File: src/rtl/exc_pkg.sv
package exc_pkg;
  localparam int CAUSE_W = 5;
  localparam int VEC_W   = 8;

  typedef enum logic [1:0] {
    CLS_FAULT = 2'd0,
    CLS_TRAP  = 2'd1,
    CLS_ABORT = 2'd2
  } excClass_e;

  typedef enum logic [CAUSE_W-1:0] {
    C_DIVZERO  = 5'd0,
    C_DBGFAULT = 5'd1,
    C_DBGTRAP  = 5'd2,
    C_BRKPT    = 5'd3,
    C_OVFCHK   = 5'd4,
    C_BOUNDS   = 5'd5,
    C_BADOP    = 5'd6,
    C_ESCOP    = 5'd7,
    C_WAITOP   = 5'd8,
    C_DOUBLE   = 5'd9,
    C_CPSEG    = 5'd10,
    C_BADTSS   = 5'd11,
    C_NOTPRES  = 5'd12,
    C_STACK    = 5'd13,
    C_GPROT    = 5'd14,
    C_PAGE     = 5'd15,
    C_CPERR    = 5'd16
  } excCause_e;

  typedef struct packed {
    logic [VEC_W-1:0] vec;
    excClass_e        cls;
    logic             errPush;
    logic             errZero;
    logic             live;
  } decodeOut_t;

  typedef struct packed {
    logic load;
    logic clear;
  } ctrlStrobe_t;
endpackage

File: src/rtl/exc_decode.sv
module exc_decode
  import exc_pkg::*;
(
  input  logic [CAUSE_W-1:0] cause,
  input  logic               ofFlag,
  input  logic               emFlag,
  input  logic               mpFlag,
  input  logic               tsFlag,
  output decodeOut_t         dec
);
  logic cpBusy;
  assign cpBusy = mpFlag & tsFlag;

  always_comb begin
    dec.vec     = '0;
    dec.cls     = CLS_FAULT;
    dec.errPush = 1'b0;
    dec.errZero = 1'b0;
    dec.live    = 1'b1;
    case (cause)
      C_DIVZERO:  dec.vec = 8'd0;
      C_DBGFAULT: dec.vec = 8'd1;
      C_DBGTRAP:  begin dec.vec = 8'd1; dec.cls = CLS_TRAP; end
      C_BRKPT:    begin dec.vec = 8'd3; dec.cls = CLS_TRAP; end
      C_OVFCHK:   begin dec.vec = 8'd4; dec.cls = CLS_TRAP; dec.live = ofFlag; end
      C_BOUNDS:   dec.vec = 8'd5;
      C_BADOP:    dec.vec = 8'd6;
      C_ESCOP:    begin dec.vec = 8'd7; dec.live = emFlag | cpBusy; end
      C_WAITOP:   begin dec.vec = 8'd7; dec.live = cpBusy; end
      C_DOUBLE:   begin dec.vec = 8'd8; dec.cls = CLS_ABORT;
                        dec.errPush = 1'b1; dec.errZero = 1'b1; end
      C_CPSEG:    begin dec.vec = 8'd9; dec.cls = CLS_ABORT; end
      C_BADTSS:   begin dec.vec = 8'd10; dec.errPush = 1'b1; end
      C_NOTPRES:  begin dec.vec = 8'd11; dec.errPush = 1'b1; end
      C_STACK:    begin dec.vec = 8'd12; dec.errPush = 1'b1; end
      C_GPROT:    begin dec.vec = 8'd13; dec.errPush = 1'b1; end
      C_PAGE:     begin dec.vec = 8'd14; dec.errPush = 1'b1; end
      C_CPERR:    dec.vec = 8'd16;
      default:    dec.live = 1'b0;
    endcase
  end
endmodule

File: src/rtl/exc_control.sv
module exc_control
  import exc_pkg::*;
(
  input  logic        clk,
  input  logic        rstN,
  input  logic        inValid,
  input  logic        eventLive,
  input  logic        outReady,
  output ctrlStrobe_t strobe,
  output logic        outValid,
  output logic        inReady
);
  logic validQ;

  assign inReady      = ~validQ;
  assign strobe.load  = inValid & ~validQ & eventLive;
  assign strobe.clear = validQ & outReady;
  assign outValid     = validQ;

  always_ff @(posedge clk) begin
    if (!rstN)             validQ <= 1'b0;
    else if (strobe.load)  validQ <= 1'b1;
    else if (strobe.clear) validQ <= 1'b0;
  end
endmodule

File: src/rtl/exc_datapath.sv
module exc_datapath
  import exc_pkg::*;
#(
  parameter int ADDR_W = 32,
  parameter int ERR_W  = 32
) (
  input  logic              clk,
  input  logic              rstN,
  input  ctrlStrobe_t       strobe,
  input  decodeOut_t        dec,
  input  logic [ADDR_W-1:0] curAddr,
  input  logic [ADDR_W-1:0] nextAddr,
  input  logic              branchTaken,
  input  logic [ADDR_W-1:0] branchTarget,
  input  logic [ERR_W-1:0]  errInfo,
  output logic [VEC_W-1:0]  outVec,
  output logic [1:0]        outClass,
  output logic [ADDR_W-1:0] outRetAddr,
  output logic              outErrPush,
  output logic [ERR_W-1:0]  outErrCode
);
  logic [ADDR_W-1:0] retSel;
  logic [ERR_W-1:0]  errSel;

  always_comb begin
    case (dec.cls)
      CLS_FAULT: retSel = curAddr;
      CLS_TRAP:  retSel = branchTaken ? branchTarget : nextAddr;
      default:   retSel = '0;
    endcase
    errSel = (dec.errPush && !dec.errZero) ? errInfo : '0;
  end

  always_ff @(posedge clk) begin
    if (!rstN) begin
      outVec     <= '0;
      outClass   <= 2'd0;
      outRetAddr <= '0;
      outErrPush <= 1'b0;
      outErrCode <= '0;
    end else if (strobe.load) begin
      outVec     <= dec.vec;
      outClass   <= dec.cls;
      outRetAddr <= retSel;
      outErrPush <= dec.errPush;
      outErrCode <= errSel;
    end
  end
endmodule

File: src/rtl/exc_classifier.sv
module exc_classifier
  import exc_pkg::*;
#(
  parameter int ADDR_W = 32,
  parameter int ERR_W  = 32
) (
  input  logic               clk,
  input  logic               rstN,
  input  logic               inValid,
  output logic               inReady,
  input  logic [CAUSE_W-1:0] cause,
  input  logic [ADDR_W-1:0]  curAddr,
  input  logic [ADDR_W-1:0]  nextAddr,
  input  logic               branchTaken,
  input  logic [ADDR_W-1:0]  branchTarget,
  input  logic               ofFlag,
  input  logic               emFlag,
  input  logic               mpFlag,
  input  logic               tsFlag,
  input  logic [ERR_W-1:0]   errInfo,
  output logic               outValid,
  input  logic               outReady,
  output logic [VEC_W-1:0]   outVec,
  output logic [1:0]         outClass,
  output logic [ADDR_W-1:0]  outRetAddr,
  output logic               outErrPush,
  output logic [ERR_W-1:0]   outErrCode
);
  decodeOut_t  dec;
  ctrlStrobe_t strobe;

  exc_decode u_decode (
    .cause(cause), .ofFlag(ofFlag), .emFlag(emFlag),
    .mpFlag(mpFlag), .tsFlag(tsFlag), .dec(dec)
  );

  exc_control u_control (
    .clk(clk), .rstN(rstN), .inValid(inValid), .eventLive(dec.live),
    .outReady(outReady), .strobe(strobe), .outValid(outValid), .inReady(inReady)
  );

  exc_datapath #(.ADDR_W(ADDR_W), .ERR_W(ERR_W)) u_datapath (
    .clk(clk), .rstN(rstN), .strobe(strobe), .dec(dec),
    .curAddr(curAddr), .nextAddr(nextAddr), .branchTaken(branchTaken),
    .branchTarget(branchTarget), .errInfo(errInfo),
    .outVec(outVec), .outClass(outClass), .outRetAddr(outRetAddr),
    .outErrPush(outErrPush), .outErrCode(outErrCode)
  );
endmodule

File: config.mk
export PLATFORM = sky130hd
export DESIGN_NAME = exc_classifier
export DESIGN_NICKNAME = d
export VERILOG_FILES = /design/src/rtl/exc_pkg.sv /design/src/rtl/exc_decode.sv /design/src/rtl/exc_control.sv /design/src/rtl/exc_datapath.sv /design/src/rtl/exc_classifier.sv
export SDC_FILE = /design/constraint.sdc
export NUM_CORES = 1
export LEC_CHECK = 0
export BUFFER_PORTS_ARGS = -buffer_cell sky130_fd_sc_hd__buf_4
export CAP_MARGIN = 40
export CORE_MARGIN = 2
export CORE_UTILIZATION = 30
export DETAILED_ROUTE_END_ITERATION = 10
export GPL_TIMING_DRIVEN = 0
export SYNTH_ARGS = -nofsm -noshare
export SYNTH_HDL_FRONTEND = slang
export SYNTH_SLANG_ARGS = --single-unit
File: constraint.sdc
create_clock -name clk -period 4.4 [get_ports clk]
set_input_delay 0.44 -clock clk [delete_from_list [all_inputs] [get_ports clk]]
set_output_delay 0.44 -clock clk [all_outputs]
set_load 0.005 [all_outputs]
==> results of run 1 <==
## synthesized netlist by cell type
cell / instances
buf_12: 1
a21boi_0: 14
mux2i_1: 91
inv_1: 3
a221oi_4: 1
or4_1: 1
or2_1: 1
mux2_4: 1
o21a_1: 2
buf_2: 5
clkbuf_1: 23
nor4b_2: 1
and4b_4: 1
nor3b_1: 3
buf_1: 1
a2111oi_2: 6
o211ai_1: 38
a2111oi_4: 8
nor2_1: 1
nor4b_1: 1
a21oi_1: 4
a22o_1: 1
nor4bb_1: 2
clkinv_1: 1
dfxtp_1: 73
o311ai_0: 1
nor2_2: 1
buf_4: 8
nand3_1: 3
nor3b_4: 1
nor2b_1: 3
or3_4: 1
mux2_2: 14
buf_6: 8
buf_8: 1
nor3_1: 28
nand2_1: 91
xor2_1: 2
conb_1: 1
nand2b_1: 2
## kinds of logic (layout without fill, tap and decap cells)
logic type                count (synthesis)  count (layout)
buffers and inverters                    51             279
and+or+nand+nor                         141             141
AOI/OAI and AO/OA                        75              75
xor gates and xnor gates                  2               2
muxes                                   106             106
other                                     1               3
DFF                                      73              73
## how the worst max path moves through the flow
stage,cells past startpoint,slack (ns),end,from
finish,7,2.17,u_datapath.outRetAddr[21],cause[3]
floorplan,8,2.25,u_datapath.outRetAddr[12],cause[0]
detailed placement,7,1.84,u_datapath.outRetAddr[21],cause[3]
global route,7,2.00,u_datapath.outRetAddr[30],cause[3]
CTS,7,2.19,u_datapath.outRetAddr[21],cause[3]
global placement,7,1.85,u_datapath.outRetAddr[21],cause[3]
## through the flow
step | std cells | power (W)
after floorplan | 451 | 0.0009567
after global placement | 843 | 0.001146
after detailed placement | 844 | 0.001156
after CTS | 859 | 0.001865
after global routing | 859 | 0.001925
final | 859 | 0.001838
## routing by layer
layer	GRT usage, %	share of wire (%)	vias to the layer above
li1	-	-	2067
met1	20.82	42	1983
met2	30.91	50	134
met3	4.625	6.7	13
met4	4.635	1.2	0
met5	0	0	-
## critical path, stage by stage
cell and delay [ns]:
buf_4 0.08, buf_2 0.20, nor3b_1 0.65, a21oi_1 0.45
clkbuf_1 0.35, o211ai_1 0.16, mux2i_1 0.10
## cell type report
class | count | share of cell area, %
Multi-Input combinational cell | 327 | 39.63
Timing Repair Buffer | 213 | 24.93
Sequential cell | 73 | 22.68
Buffer | 47 | 4.660
Clock buffer | 11 | 3.922
Tap cell | 180 | 3.495
Clock inverter | 4 | 0.4466
Inverter | 4 | 0.2330
## registers in the layout (all words and copies together), names as in the netlist
register               flops
u_datapath.outClass        2
u_datapath.outRetAddr     32
u_datapath.outErrCode     32
u_control.outValid         1
u_datapath.outVec          5
u_datapath.outErrPush      1
## cell usage in the layout (no fill, tap or decap), types with 3 or more instances in the layout
cell | Yosys | routed
clkbuf_1 | 23 | 23
nor2b_1 | 3 | 3
a2111oi_4 | 8 | 8
nand2_1 | 91 | 91
clkbuf_16 | 0 | 9
a21boi_0 | 14 | 14
dfxtp_1 | 73 | 73
a2111oi_2 | 6 | 6
nor3_1 | 28 | 28
inv_1 | 3 | 3
a21oi_1 | 4 | 4
buf_4 | 8 | 220
mux2i_1 | 91 | 91
nand3_1 | 3 | 3
conb_1 | 1 | 3
buf_2 | 5 | 5
nor3b_1 | 3 | 3
mux2_2 | 14 | 14
buf_6 | 8 | 8
o211ai_1 | 38 | 38
## where the power goes
part / internal (W) / switching [W]
Combinational: 0.000233 / 0.000190
Clock: 0.000410 / 0.000290
Sequential: 0.000693 / 0.0000214
Total: 0.00134 / 0.000502
==> flow_metrics.py, run 1 <==
metrics = {
    "floorplanning": {
        "die_w_um": 124.0,
        "die_area_sq_um": 15390,
        "coreArea_sq_um": 13990,
        "core.rowCount": 43,
        "initial_core_util_pct": 30.90,
        "io-pin-count": 219,
        "die_h_um": 124.0,
    },
    "clock_tree": {
        "cts.clk_slew.worst_paths_ns": 0.06,
        "cts_hold_buf": 0,
        "post_cts_resize_count": 0,
        "cts_tree": "yes",
        "h-tree-depth": 3,
        "clk_path_buf_depth": 2,
        "numCtsBuffers": 9,
        "post_cts_buffers": 0,
        "cts_root_buf": "clkbuf_16",
        "clk_latency_ns": 0.33,
        "cts_num_sinks": 73,
    },
    "pwr": {
        "p_per_area_nw_per_um2": 285.2,
        "p_leak_nw": 2.761,
        "vdd_drop_max_mv": 0.1669,
    },
    "yosys": {
        "syn_area_per_cell_sq_um": 9.628,
        "synth_simple_gate_area_share_pct": 15.31,
        "synth-adder-area-share_pct": 0,
        "yosysTopAreaCell": "dfxtp_1",
        "synth_area_leaders": "dfxtp_1, mux2i_1, nand2_1, o211ai_1, a2111oi_4",
        "synth-seq-cells": 73,
        "syn_area_sq_um": 4323,
        "ys_seq_area_share_pct": 33.81,
        "synth_top_family_by_area": "multiplexers",
        "synthXorXnorAreaFrac_pct": 0.4052,
        "synth_cells": 449,
        "netlist.area_leader.share_pct": 33.81,
        "post_synth_mux_area_share_pct": 25.07,
        "ys_warn_count": 0,
        "ys_types": 40,
        "synth_compound_area_share_pct": 18.03,
    },
    "timing": {
        "rsz0062_at_grt": "false",
        "final_max_slew_viol_count": 0,
        "holdWs_ns": 0.3596,
        "final.setup.worst_slack_ns": 2.169,
        "finalCritPeriodShare_pct": 50.71,
        "setup-violations-final": 0,
        "max_freq_ghz": 0.4481,
        "fin_worst_skew_ns": 0.004498,
        "slew_headroom_pct": 43.73,
        "hold_viol": 0,
        "finalCriticalPeriod_ns": 2.231,
        "setup_tns_ns": 0,
        "worstMarginPinSlew_ns": 0.8440,
    },
    "worst_setup_path": {
        "reg2reg_slack_ns": 2.40,
        "r2r_start": "u_control.outValid",
        "cp-end-kind": "flip-flop",
        "arrival_ns": 2.44,
        "crit_type": "in2reg",
        "required_ns": 4.61,
        "path_max_fanout": 10,
        "start_kind": "input pin",
        "ff2ff_path_depth": 5,
        "reg2reg_to": "u_datapath.outRetAddr[20]",
    },
    "layout": {
        "register_area_sq_um": 1461,
        "num_antenna_cells": 0,
        "n_fill_cell": 1405,
        "layout.nets": 817,
        "drive_gt1_share_pct": 42.12,
        "synthToLayoutAreaGrowth_pct": 49.06,
        "fin_util_pct": 46.06,
        "final_area_sq_um": 6444,
        "multiInputGateArea_sq_um": 2554,
    },
    "global_route": {
        "overflow": 0,
        "grt_pass1_vias": 4167,
        "grt_usage_pct": 17.47,
        "grt_pass1_wl_um": 21070,
        "grt_max_degree": 13,
        "grt_antenna_before_repair": 0,
    },
    "placed_design": {
        "io_buffer_count": 212,
        "hpwl_um": 10660,
        "dp_slack_ns": 1.844,
        "place_congestion": 0.8086,
        "place_area_sq_um": 6162,
    },
    "hold_path": {
        "hold_depth": 3,
        "hold_path_end": "u_datapath.outErrCode[29]",
        "min_from": "errInfo[29]",
        "hp-class": "in2reg",
    },
    "routing": {
        "vias": 4197,
        "wl_per_cell_um": 16.09,
        "drt_first_iter_violations": 136,
        "vias_per_cell": 4.886,
        "ant_nets": 0,
        "wirelength_um": 13830,
        "route.detailed.drc": 0,
        "drt_pre_antenna_iters": 5,
    },
    "job": {
        "cap_violations": 0,
    },
    "outcome": {
        "status": "complete, no violations",
    },
}
(Power assumes the default switching activity.)
==> run 2, diff against run 1 <==
--- a/config.mk
+++ b/config.mk
@@ -5,6 +5,7 @@
 export SDC_FILE = /design/constraint.sdc
 export NUM_CORES = 1
 export LEC_CHECK = 0
+export ABC_AREA = 1
 export BUFFER_PORTS_ARGS = -buffer_cell sky130_fd_sc_hd__buf_4
 export CAP_MARGIN = 40
 export CORE_MARGIN = 2
==> constraint.sdc (replaced) <==
create_clock -name clk -period 2.3 [get_ports clk]
set_input_delay 0.23 -clock clk [delete_from_list [all_inputs] [get_ports clk]]
set_output_delay 0.23 -clock clk [all_outputs]
set_load 0.005 [all_outputs]
==> flow_metrics.py, run 2 <==
metrics = {
    "hold_path": {
        "hp-class": "in2reg",
    },
    "layout": {
        "layout.nets": 1043,
        "top_regs": "u_datapath.outErrCode x32, u_datapath.outRetAddr x32, u_datapath.outVec x5",
        "final_common_cell": "buf_4",
        "layout_common_cells": "buf_4, nand2_1, nand3_1",
        "synthToLayoutAreaGrowth_pct": 50.85,
        "n_fill_cell": 1537,
        "num_antenna_cells": 0,
        "final_area_sq_um": 6429,
        "drive_gt1_share_pct": 31.90,
    },
    "clock_tree": {
        "post_cts_buffers": 0,
        "clk_latency_ns": 0.33,
        "h-tree-depth": 3,
        "clk_path_buf_depth": 2,
        "cts.clk_slew.worst_paths_ns": 0.06,
        "cts_hold_buf": 0,
        "cts_tree": "yes",
        "cts_root_buf": "clkbuf_16",
        "numCtsBuffers": 9,
        "cts_num_sinks": 73,
    },
    "floorplanning": {
        "core.rowCount": 43,
        "coreArea_sq_um": 13880,
        "die_area_sq_um": 15170,
        "die_w_um": 123.2,
        "initial_core_util_pct": 30.70,
        "die_h_um": 123.2,
        "io-pin-count": 219,
    },
    "yosys": {
        "synth_edf_count": 0,
        "synth_area_leaders": "dfxtp_1, nand2_1, nand3_1, a21oi_1, mux2_2",
        "netlist.area_leader.share_pct": 34.29,
        "syn_area_sq_um": 4262,
        "synth-adder-area-share_pct": 0,
        "synthXorXnorAreaFrac_pct": 0,
        "synth.most_common_cell": "nand2_1",
        "synth_simple_gate_area_share_pct": 39.67,
        "synth_cells": 675,
        "ys.flop_type": "dfxtp_1",
        "synth_compound_area_share_pct": 9.336,
        "ys_seq_area_share_pct": 34.29,
        "synth_commonest_cells": "nand2_1, nand3_1, dfxtp_1, a21oi_1, nor2_1",
        "synth_top_family_by_area": "simple AND/OR/NAND/NOR gates",
        "syn_area_per_cell_sq_um": 6.313,
        "async_flop_share_pct": 0,
        "synth-seq-cells": 73,
        "ys_types": 24,
        "post_synth_mux_area_share_pct": 6.342,
        "yosysTopAreaCell": "dfxtp_1",
        "ys_warn_count": 0,
    },
    "timing": {
        "holdWs_ns": 0.1610,
        "finalCritPeriodShare_pct": 85.27,
        "worstMarginPinSlew_ns": 0.5763,
        "finalCriticalPeriod_ns": 1.961,
        "final.setup.worst_slack_ns": 0.3388,
        "final_max_slew_viol_count": 0,
        "hold_viol": 0,
        "fin_worst_skew_ns": 0.005081,
        "rsz0062_at_grt": "false",
        "slew_headroom_pct": 61.58,
        "max_freq_ghz": 0.5099,
        "setup_tns_ns": 0,
        "setup-violations-final": 0,
    },
    "job": {
        "cap_violations": 0,
    },
    "routing": {
        "wirelength_um": 15250,
        "wl_per_cell_um": 14.04,
        "drt_first_iter_violations": 279,
        "vias_per_cell": 4.653,
        "ant_nets": 0,
        "vias": 5053,
        "route.detailed.drc": 0,
        "drt_pre_antenna_iters": 4,
    },
    "worst_setup_path": {
        "path_cells": "nor2_2, clkbuf_2, buf_1, nand3_1, a21oi_1",
        "slowest_delay_ns": 0.48,
        "crit_type": "reg2reg",
        "crit_family": "buffers and inverters",
        "arrival_ns": 2.22,
        "cp-end-kind": "flip-flop",
        "cp_slowest_cell": "buf_1",
        "path_max_fanout": 10,
        "start_kind": "flip-flop",
        "crit_buf_inv": 2,
        "required_ns": 2.56,
    },
    "global_route": {
        "busiest_layer": "met2",
        "grt_pass1_vias": 4819,
        "use_met3_pct": 4.566,
        "grt_antenna_before_repair": 0,
        "grt_pass1_wl_um": 24140,
        "overflow": 0,
        "grt_util_met1_pct": 27.15,
        "grt_max_degree": 13,
        "grt_usage_pct": 20.37,
        "met2_usage_pct": 33.04,
    },
    "placed_design": {
        "io_buffer_count": 213,
        "hpwl_um": 11630,
        "dp_slack_ns": -0.07246,
        "place_congestion": 0.8931,
        "place_area_sq_um": 6093,
    },
    "outcome": {
        "status": "complete, no violations",
    },
    "pwr": {
        "vdd_drop_max_mv": 0.3502,
        "p_leak_nw": 3.221,
        "p_per_area_nw_per_um2": 624.9,
    },
}
run 2: cell count changes after synthesis, sizes merged, moves of 26 or more:
cell | before | now
a21oi | 4 | 66
mux2i | 91 | 0
o211ai | 38 | 1
nand2 | 91 | 214
nand3 | 3 | 104
nor2 | 2 | 69
inv | 3 | 41
nor3 | 28 | 2
run 2: through the flow:
stage,utilization [%],instances,total power (W)
floorplan,-,677,0.001984
global placement,43.90,1070,0.002482
detailed placement,43.90,1070,0.002490
CTS,46.30,1086,0.004068
global route,46.31,1086,0.004260
finish,46.31,1086,0.004018
run 2: final cells by class:
| type | count | area, sq um | share of cell area, % |
|---|---|---|---|
| inverters | 41 | 153.9 | 2.394 |
| flip-flops and latches | 73 | 1461 | 22.73 |
| well taps | 180 | 225.2 | 3.503 |
| repair buffers | 213 | 1599 | 24.87 |
| multi-input cells | 507 | 2372 | 36.90 |
| clock buffers | 12 | 256.5 | 3.990 |
| clock inverters | 4 | 75.07 | 1.168 |
| plain buffers | 56 | 285.3 | 4.438 |
run 2: final timing paths:
path                        startpoint                   endpoint  slack (ns)  cells past startpoint
max reg2reg         u_control.outValid  u_datapath.outRetAddr[24]        0.34                      5
min                           outReady         u_control.outValid        0.16                      3
max                 u_control.outValid  u_datapath.outRetAddr[24]        0.34                      5
min reg2reg  u_datapath.outRetAddr[27]  u_datapath.outRetAddr[27]        0.47                      2
run 2: report_power, final:
part | switching (W) | internal [W]
logic | 0.000513 | 0.000512
registers | 0.0000582 | 0.00137
clock network | 0.000553 | 0.00101
run 2: repair_timing:
item | CTS | global route
gates cloned | 0 | 0
endpoints found under the setup margin | 12 | 10
resized for setup | 1 | 3
run 2: routing by layer:
| layer | up-vias | part of all wire, % |
|---|---|---|
| li1 | 2633 | - |
| met1 | 2254 | 45 |
| met2 | 147 | 47 |
| met3 | 19 | 6.4 |
| met4 | 0 | 1.6 |
| met5 | - | 0 |
run 2: cells by family after synthesis:
kind of cell | Yosys count
flops | 73
compound gates | 79
mux | 24
buf+inv | 97
simple gates | 401
other cells | 1
run 2: tightest hold or removal path, cell delays in order:
cell	delay [ns]
buf_4	0.07
or2_2	0.09
a21oi_1	0.05
==> run 3, diff against run 2 <==
==> constraint.sdc (replaced) <==
create_clock -name clk -period 2.5 [get_ports clk]
set_input_delay 0.25 -clock clk [delete_from_list [all_inputs] [get_ports clk]]
set_output_delay 0.25 -clock clk [all_outputs]
set_load 0.005 [all_outputs]
==> flow_metrics.py, run 3 (synthesis results as in run 2) <==
metrics = {
    "timing": {
        "hold_viol": 0,
        "setup-violations-final": 0,
        "fin_worst_skew_ns": 0.005121,
        "finalCritPeriodShare_pct": 85.06,
        "final.setup.worst_slack_ns": 0.3734,
        "rsz0062_at_grt": "false",
        "final_max_slew_viol_count": 0,
        "max_freq_ghz": 0.4702,
        "slew_headroom_pct": 59.31,
        "finalCriticalPeriod_ns": 2.127,
        "worstMarginPinSlew_ns": 0.6104,
        "setup_tns_ns": 0,
        "holdWs_ns": 0.1818,
    },
    "routing": {
        "wirelength_um": 15240,
        "vias": 5043,
        "vias_per_cell": 4.644,
        "ant_nets": 0,
        "drt_pre_antenna_iters": 5,
        "drt_first_iter_violations": 295,
        "route.detailed.drc": 0,
        "wl_per_cell_um": 14.03,
    },
    "hold_path": {
        "hold_path_end": "u_control.outValid",
        "hold_depth": 3,
        "hp-class": "in2reg",
        "min_from": "outReady",
    },
    "layout": {
        "top_regs": "u_datapath.outErrCode x32, u_datapath.outRetAddr x32, u_datapath.outVec x5",
        "final_common_cell": "buf_4",
        "register_area_sq_um": 1461,
        "multiInputGateArea_sq_um": 2372,
        "layout_common_cells": "buf_4, nand2_1, nand3_1",
        "synthToLayoutAreaGrowth_pct": 50.82,
        "drive_gt1_share_pct": 31.79,
        "layout.nets": 1043,
        "fin_cells": 1086,
        "num_antenna_cells": 0,
        "n_fill_cell": 1537,
    },
    "worst_setup_path": {
        "r2r_start": "u_control.outValid",
        "start_kind": "flip-flop",
        "crit_type": "reg2reg",
        "path_max_fanout": 10,
        "reg2reg_to": "u_datapath.outRetAddr[24]",
        "ff2ff_path_depth": 5,
        "required_ns": 2.76,
        "arrival_ns": 2.39,
        "cp-end-kind": "flip-flop",
        "reg2reg_slack_ns": 0.37,
    },
    "clock_tree": {
        "clk_path_buf_depth": 2,
        "cts_num_sinks": 73,
        "post_cts_resize_count": 0,
        "clk_latency_ns": 0.33,
        "numCtsBuffers": 9,
        "cts.clk_slew.worst_paths_ns": 0.06,
        "cts_hold_buf": 0,
        "cts_tree": "yes",
        "h-tree-depth": 3,
        "post_cts_buffers": 0,
        "cts_root_buf": "clkbuf_16",
    },
    "global_route": {
        "busiest_layer": "met2",
        "overflow": 0,
        "grt_pass1_vias": 4819,
        "grt_max_degree": 13,
        "use_met3_pct": 4.566,
        "met2_usage_pct": 33.04,
        "grt_pass1_wl_um": 24140,
        "grt_antenna_before_repair": 0,
        "grt_usage_pct": 20.37,
        "grt_util_met1_pct": 27.15,
    },
    "job": {
        "cap_violations": 0,
    },
    "placed_design": {
        "place_congestion": 0.8931,
        "dp_slack_ns": 0.1075,
        "hpwl_um": 11630,
        "io_buffer_count": 213,
        "dp_cells": 1070,
    },
    "pwr": {
        "vdd_drop_max_mv": 0.3217,
        "p_per_area_nw_per_um2": 574.7,
        "p_leak_nw": 3.218,
    },
    "floorplanning": {
        "die_h_um": 123.2,
        "coreArea_sq_um": 13880,
        "io-pin-count": 219,
        "initial_core_util_pct": 30.70,
        "core.rowCount": 43,
        "die_area_sq_um": 15170,
        "die_w_um": 123.2,
    },
    "outcome": {
        "status": "complete, no violations",
    },
}
[run 3: cell type report]
cell class              count  area share, %
repair buffers            213          24.88
inverters                  41          2.394
multi-input cells         507          36.91
clock inverters             4          1.168
flip-flops and latches     73          22.74
clock buffers              12          3.991
plain buffers              56          4.419
well taps                 180          3.504
[run 3: stage by stage]
step	cell area (sq um)	power, W	utilization (%)
global route	6427	0.003919	46.30
finish	6427	0.003694	46.30
CTS	6425	0.003742	46.29
global placement	6093	0.002284	43.90
detailed placement	6093	0.002291	43.90
floorplan	4269	0.001826	-
[run 3: routing by layer]
metal  up-vias  part of all wire, %
li1       2634                    -
met1      2246                   46
met2       144                   47
met3        19                  6.1
met4         0                  1.6
met5         -                    0
[run 3: how the worst max path moves through the flow]
stage | startpoint | to | slack (ns) | cells past startpoint
floorplan | u_control.outValid | u_datapath.outErrCode[25] | 1.03 | 6
global placement | inValid | u_datapath.outRetAddr[24] | 0.1 | 7
detailed placement | inValid | u_datapath.outRetAddr[23] | 0.11 | 7
CTS | u_control.outValid | u_datapath.outRetAddr[24] | 0.11 | 5
global route | u_control.outValid | u_datapath.outRetAddr[24] | 0.15 | 5
finish | u_control.outValid | u_datapath.outRetAddr[24] | 0.37 | 5
[run 3: critical path: stages, from the launching register on]
cell and delay [ns]:
dfxtp_1 0.33, nor2_2 0.40, clkbuf_1 0.50, clkbuf_1 0.50, nand3_1 0.16, a21oi_1 0.17
[run 3: where the power goes]
part	internal, W	switching, W
registers	0.00126	0.0000532
clock network	0.000929	0.000506
logic	0.000471	0.000474
total	0.00266	0.00103
